[src/rtl/segdrv_pkg.sv]
package segdrv_pkg;

  // Active-low segment pattern, bit 0 = A ... bit 6 = G
  function automatic logic [6:0] hex_to_seg_n(input logic [3:0] nib);
    logic [6:0] lit;
    case (nib)
      4'h0: lit = 7'b0111111;
      4'h1: lit = 7'b0000110;
      4'h2: lit = 7'b1011011;
      4'h3: lit = 7'b1001111;
      4'h4: lit = 7'b1100110;
      4'h5: lit = 7'b1101101;
      4'h6: lit = 7'b1111101;
      4'h7: lit = 7'b0000111;
      4'h8: lit = 7'b1111111;
      4'h9: lit = 7'b1101111;
      4'hA: lit = 7'b1110111;
      4'hB: lit = 7'b1111100;
      4'hC: lit = 7'b0111001;
      4'hD: lit = 7'b1011110;
      4'hE: lit = 7'b1111001;
      default: lit = 7'b1110001;
    endcase
    return ~lit;
  endfunction

endpackage

[src/rtl/segdrv_scan_counter.sv]
module segdrv_scan_counter #(
  parameter int DWELL_W = 14,
  parameter int SEL_W   = 3
) (
  input  logic               clk,
  input  logic               rst,
  output logic [SEL_W-1:0]   sel,
  output logic [DWELL_W-1:0] dwell
);
  localparam int CNT_W = DWELL_W + SEL_W;

  logic [CNT_W-1:0] cnt_q;

  always_ff @(posedge clk) begin
    if (rst) cnt_q <= '0;
    else     cnt_q <= cnt_q + 1'b1;
  end

  assign sel   = cnt_q[CNT_W-1 -: SEL_W];
  assign dwell = cnt_q[DWELL_W-1:0];
endmodule

[src/rtl/segdrv_digit_select.sv]
module segdrv_digit_select #(
  parameter int NUM_DIGITS = 8,
  parameter int SEL_W      = $clog2(NUM_DIGITS)
) (
  input  logic [SEL_W-1:0]        sel,
  input  logic [4*NUM_DIGITS-1:0] hex_word,
  input  logic [NUM_DIGITS-1:0]   digit_en,
  input  logic [NUM_DIGITS-1:0]   dp_mask,
  output logic [NUM_DIGITS-1:0]   anode_n,
  output logic [3:0]              nibble,
  output logic                    dp_n
);
  logic [3:0] nib_arr [NUM_DIGITS];

  for (genvar g = 0; g < NUM_DIGITS; g++) begin : g_digit
    assign nib_arr[g] = hex_word[4*g +: 4];
    assign anode_n[g] = ~((sel == SEL_W'(g)) & digit_en[g]);
  end

  assign nibble = nib_arr[sel];
  assign dp_n   = ~dp_mask[sel];
endmodule

[src/rtl/segdrv_hex_decoder.sv]
module segdrv_hex_decoder
  import segdrv_pkg::*;
(
  input  logic [3:0] nibble,
  output logic [6:0] seg_n
);
  always_comb seg_n = hex_to_seg_n(nibble);
endmodule

[src/rtl/segdrv_top.sv]
module segdrv_top #(
  parameter int DWELL_W    = 14,
  parameter int NUM_DIGITS = 8
) (
  input  logic                    clk,
  input  logic                    rst,
  input  logic [4*NUM_DIGITS-1:0] hex_word,
  input  logic [NUM_DIGITS-1:0]   digit_en,
  input  logic [NUM_DIGITS-1:0]   dp_mask,
  output logic [NUM_DIGITS-1:0]   anode,
  output logic [7:0]              segment
);
  localparam int SEL_W = $clog2(NUM_DIGITS);

  logic [SEL_W-1:0]   digit_sel;
  logic [DWELL_W-1:0] dwell_cnt;
  logic [3:0]         cur_nib;
  logic               cur_dp_n;
  logic [6:0]         cur_seg_n;

  segdrv_scan_counter #(.DWELL_W(DWELL_W), .SEL_W(SEL_W)) u_scan (
    .clk(clk), .rst(rst), .sel(digit_sel), .dwell(dwell_cnt)
  );

  segdrv_digit_select #(.NUM_DIGITS(NUM_DIGITS), .SEL_W(SEL_W)) u_select (
    .sel(digit_sel), .hex_word(hex_word), .digit_en(digit_en),
    .dp_mask(dp_mask), .anode_n(anode), .nibble(cur_nib), .dp_n(cur_dp_n)
  );

  segdrv_hex_decoder u_dec (.nibble(cur_nib), .seg_n(cur_seg_n));

  assign segment = {cur_dp_n, cur_seg_n};
endmodule

[config.mk]
export PLATFORM = sky130hd
export DESIGN_NAME = segdrv_top
export DESIGN_NICKNAME = d
export VERILOG_FILES = /design/src/rtl/segdrv_pkg.sv /design/src/rtl/segdrv_scan_counter.sv /design/src/rtl/segdrv_digit_select.sv /design/src/rtl/segdrv_hex_decoder.sv /design/src/rtl/segdrv_top.sv
export SDC_FILE = /design/constraint.sdc
export NUM_CORES = 1
export LEC_CHECK = 0
export ABC_AREA = 1
export BUFFER_PORTS_ARGS = -buffer_cell sky130_fd_sc_hd__clkbuf_2
export CORE_ASPECT_RATIO = 0.8
export CORE_MARGIN = 8
export CORE_UTILIZATION = 48
export CTS_BUF_LIST = sky130_fd_sc_hd__clkbuf_16
export DETAILED_ROUTE_END_ITERATION = 10
export MAX_ROUTING_LAYER = met4
export PLACE_DENSITY = 0.85
export SYNTH_ARGS = -nofsm -noshare
export SYNTH_HDL_FRONTEND = slang
export SYNTH_SLANG_ARGS = --single-unit
[constraint.sdc]
create_clock -name clk -period 2 [get_ports clk]
set_input_delay 0.4 -clock clk [delete_from_list [all_inputs] [get_ports clk]]
set_output_delay 0.4 -clock clk [all_outputs]
set_load 0.005 [all_outputs]
[After elaboration in Yosys (flattened, before gate mapping)]
Memories as Yosys holds them, arrays and structs flattened.
Cells that the tools add are included.
W data, S select, Z words.
Operators by class
  $add $sub $neg: 1
  $mul: 0
  div/mod/pow operators: 0
  magnitude comparators: 2
  eq/ne operators: 7
  shift operators: 0
  muxes and demuxes: 5
  bitwise gates (word level): 19
  reductions and logical operators: 1
Operator list (number)
  $add A17 B1 Y17 const B: 1
  $bmux W4 S3: 1
  $eq A3 B3 Y1 const B: 4
  $not A1 Y1: 9
  $and A1 B1 Y1: 8
  $mux W4: 2
  $not A7 Y7: 1
  $eq A3 B2 Y1 const B: 2
  $ge A4 B4 Y1 const B: 1
  $lt A3 B4 Y1 const B: 1
  $not A3 Y4: 1
  $bmux W1 S3: 1
  $eq A3 B1 Y1 const B: 1
  $logic_not A3 Y1: 1
  $mux W1: 1
Storage, ports and cells
  bits in registers: 17
  latch bits: 0
  memory bits (writable): 0
  bits in read-only memories: 112
  input port bits: 50
  output and inout bits: 16
  word-level logic and storage cells: 37
  memories kept: 1
Memory list
  (name not given): depth 16, width 7, read ports 1, clocked after Yosys merged registers in 0, wr ports 0, line segdrv_pkg.sv:6  | case (nib)

[Longest topological paths before layout]
An unclocked memory read counts as a cell.
  word-level depth: 6
  gate-level depth with buffers: 14
  gate-level depth less buffers: 12

[Hierarchy]
A second synthesis with hierarchy kept.
Unflattened totals
  cell total of the unflattened synthesis: 311
  area total of the unflattened synthesis: 1624.1 sq um
Modules (own cells, without submodules)
  segdrv_scan_counter: times used 1, cells each 126, area each 819.5 sq um, seq. area each 340.3 sq um
  segdrv_digit_select: times used 1, cells each 136, area each 535.5 sq um, seq. area each 0.0 sq um
  segdrv_hex_decoder: times used 1, cells each 48, area each 261.5 sq um, seq. area each 0.0 sq um
  segdrv_top: times used 1, cells each 1, area each 7.5 sq um, seq. area each 0.0 sq um

[Least setup slack after synthesis]
OpenSTA, ideal clock, no wires.
  kind: flip-flop to output port
  start: register u_scan.cnt_q[14]
  end: output port segment[3]
  data arrival time: 1472 ps
  required time: 1600 ps
  slack: 128 ps
  stages on the path, launching flop included: 13
  buffers on the path: 2
  cells stage by stage: dfxtp_1 buf_6 inv_6 buf_12 nand2_1 nand2_1 nand2_1 nand3_1 nand2_1 ha_1 nand3_1 nand3_1 nand2_1
Between the ends
  word-level cells in the longest chain between the ends: 6
RTL lines
  start: declaration: line segdrv_scan_counter.sv:12  | logic [CNT_W-1:0] cnt_q;
  start signal: assignment: line segdrv_scan_counter.sv:16  | else cnt_q <= cnt_q + 1'b1;
  $not A3 Y4 (not written as such): line segdrv_digit_select.sv:20  | assign nibble = nib_arr[sel];
  $bmux W4 S3: line segdrv_digit_select.sv:20
  $mux W4 (not written as such) (2 in series): line segdrv_digit_select.sv:20
  $mem_v2 Z16 W7
  $not A7 Y7: line segdrv_pkg.sv:24  | return ~lit;
  end: declaration: line segdrv_top.sv:11  | output logic [7:0] segment
No other way between the ends. The select of a mux whose other input is x is not followed.

[Final worst setup path]
  start: register u_scan.cnt_q[14]
  end: output port segment[1]
The elaborated chain is that of the path after synthesis.

==> metrics.txt <==
met2 Track Usage GR 29.20%; post-synthesis adder-cell area fraction 5.521%; Setup crit start kind register; most frequent cells in the layout nand2_1, clkbuf_2, nor2_1; RSZ-0062 raised after global routing yes; VDD IR-drop max 0.5867 mV; Synth Register Bits 17; clk slew on worst S/H paths 0.05 ns; first-pass GRT wire length 7886 um; Initial Utilization 50.68%; total power 946.9 uW; Via density 5.230; CP delay by family, top simple AND/OR/NAND/NOR gates; most used cell along the critical path nand2_1; worst setup margin -0.2680 ns; Post-Synth Simple-Gate Area 53.15%; PortBufs 65; register area share after synthesis 21.45%; Die Wd 80.28 um; Largest register FFs 17; DP HPWL 3561 um; post-synthesis cell area 1587 um2; Final nets 396; clock skew 0.001837 ns; Final Hold Viols 0; Final Max Slew Viols 0; row cnt 18; largest net degree at the start of global routing 15; PwrDens 405.4 nW/um2; Buf/Inv on CP 4; grt peak-use layer met2; clock sink total 17; yosys warns 0; share of cells above drive strength 1 41.42%; syn avg cell area 6.032 um2; total die area 5412 um2; crit path time final 2.268 ns; initial antenna violation count 0; clock buffer depth 2; XOR/XNOR share of the synthesized area 1.656%; cts hold-fix bufs 0; worst hold path class in -> reg; Worst EP required 1.60 ns; Final Wtd Congestion 0.8788; via count 1977; Total Routed Length 5325 um; CTS tree done; most common cell after layout, fill and taps aside nand2_1; Async SR Flop Fraction 0%; Crit Path Category reg -> out; CP cell instances buf_12 > inv_6 > nand2_1 > nand2_1 > nand2_1 > nand3_4 > nand2_4 > inv_1 > nand3_1 > nand2_1 > clkbuf_2; Tcrit/Tclk final 113.4%; outcome complete, but fails checks; GR Overflow Total 0; worst-path maximum fanout 8; worst stage delay on the critical path 0.36 ns; post-layout util 74.62%; Worst path slowest cell dfxtp_4; routed length per instance 14.09 um; Worst-Skew Late Latency 0.25 ns; CP endpoint kind output port; GR Util met1 21.41%; multiplexer area fraction after synthesis 0%; Synth cell types 33; Setup violations, final 7; dpl ws -0.02931 ns; First-pass DRT Iterations 4; total track usage 18.36%; Critical Path AT 1.87 ns; IO Pins 66; post-synthesis compound-gate area fraction 7.256%; Post-Synthesis Net Count 320; Gate Count Post-Synth 263; Top reg by flops u_scan.cnt_q; antenna diode count 0; area of the multi-input gates 1265 um2; Leak 1.154 nW; global routing usage on met3 6.101%; failing checks setup timing; Fmax 440.9 MHz; ys flop type dfxtp_1; worst-margin pin slew 0.2986 ns; Slew HR 80.07%; largest family of logic cells by synthesized area simple AND/OR/NAND/NOR gates; Sequential Area 344.1 um2; Num CTS Buffers 3; fill count 235; H-tree depth 1; Max-Cap Viols 0; post-route ant nets 0; total core area 3131 um2; DRC viols 0; number of global-route vias before repair 1870; DRT iter0 DRCs 152; Post-synth EDFFs 0; CTS Root Cell clkbuf_16; Die Height 67.42 um; Top Registers u_scan.cnt_q x17; Area Growth Syn to Fin 47.24%
==> power breakdown <==
group	switching [mW]	internal, mW
logic	0.110	0.0992
clock network	0.126	0.265
registers	0.00295	0.343
total	0.239	0.708
==> cell type report <==
type,instances,share of cell area [%]
well taps,40,2.142
repair inverters,1,0.3749
inverters,24,4.821
repair buffers,78,20.41
clock buffers,3,3.214
multi-input cells,214,54.15
flip-flops and latches,17,14.73
clock inverters,1,0.1607
==> logic make-up after synthesis <==
kind of cell               after synthesis
AOI/OAI and AO/OA                       21
xor gates and xnor gates                 3
adders and majority gates                7
buffers and inverters                   32
DFF                                     17
and+or+nand+nor                        183
==> through the flow <==
| stage | hold slack [ns] | std cells | setup TNS [ns] | area, um2 |
|---|---|---|---|---|
| after floorplan | 0.4175 | 263 | 0 | 1587 |
| after global placement | 0.4296 | 368 | 0 | 1976 |
| after detailed placement | 0.4445 | 368 | -0.05141 | 1976 |
| after CTS | 0.4456 | 374 | -1.081 | 2156 |
| after global routing | 0.4771 | 378 | -2.462 | 2336 |
| final | 0.4424 | 378 | -1.672 | 2336 |
==> worst paths after layout <==
path,slack [ns],startpoint,endpoint,cells past startpoint
max,-0.27,u_scan.cnt_q[14],segment[1],11
min,0.44,rst,u_scan.cnt_q[0],2
max reg2reg,0.48,u_scan.cnt_q[0],u_scan.cnt_q[14],10
min reg2reg,0.45,u_scan.cnt_q[0],u_scan.cnt_q[0],1
==> layer usage <==
metal | up-vias | share of wire [%]
met1 | 876 | 42
met2 | 95 | 45
met3 | 18 | 9.5
li1 | 988 | -
met4 | 0 | 2.8
met5 | - | 0
==> Yosys cell counts (all sizes together), types with 2 or more instances <==
| cell | count | area [um2] |
|---|---|---|
| nand2 | 106 | 434.2 |
| nor2 | 36 | 175.2 |
| nand3 | 35 | 195.2 |
| inv | 23 | 98.85 |
| dfxtp | 17 | 340.3 |
| a21oi | 8 | 40.04 |
| o21ai | 8 | 40.03 |
| buf | 7 | 67.56 |
| ha | 7 | 87.58 |
| nand4 | 3 | 18.77 |
| o22ai | 2 | 12.51 |
| xor2 | 2 | 17.52 |
==> worst register-to-register path, stage by stage, from the launching register on <==
cell and delay [ns]:
dfxtp_1 0.35, ha_1 0.17, nand2_1 0.08, nor2_2 0.16
inv_1 0.07, nor2_2 0.17, nand2_1 0.11, clkinv_1 0.10
nand3_1 0.07, nand2_1 0.07, nor2_1 0.05
==> what timing repair did <==
action | in CTS | in global routing
resized for setup | 20 | 40
cloned | 0 | 2
pin swaps | 3 | 21
endpoints found under the setup margin | 8 | 8
buffers inserted | 2 | 2
(Power assumes the default switching activity.)
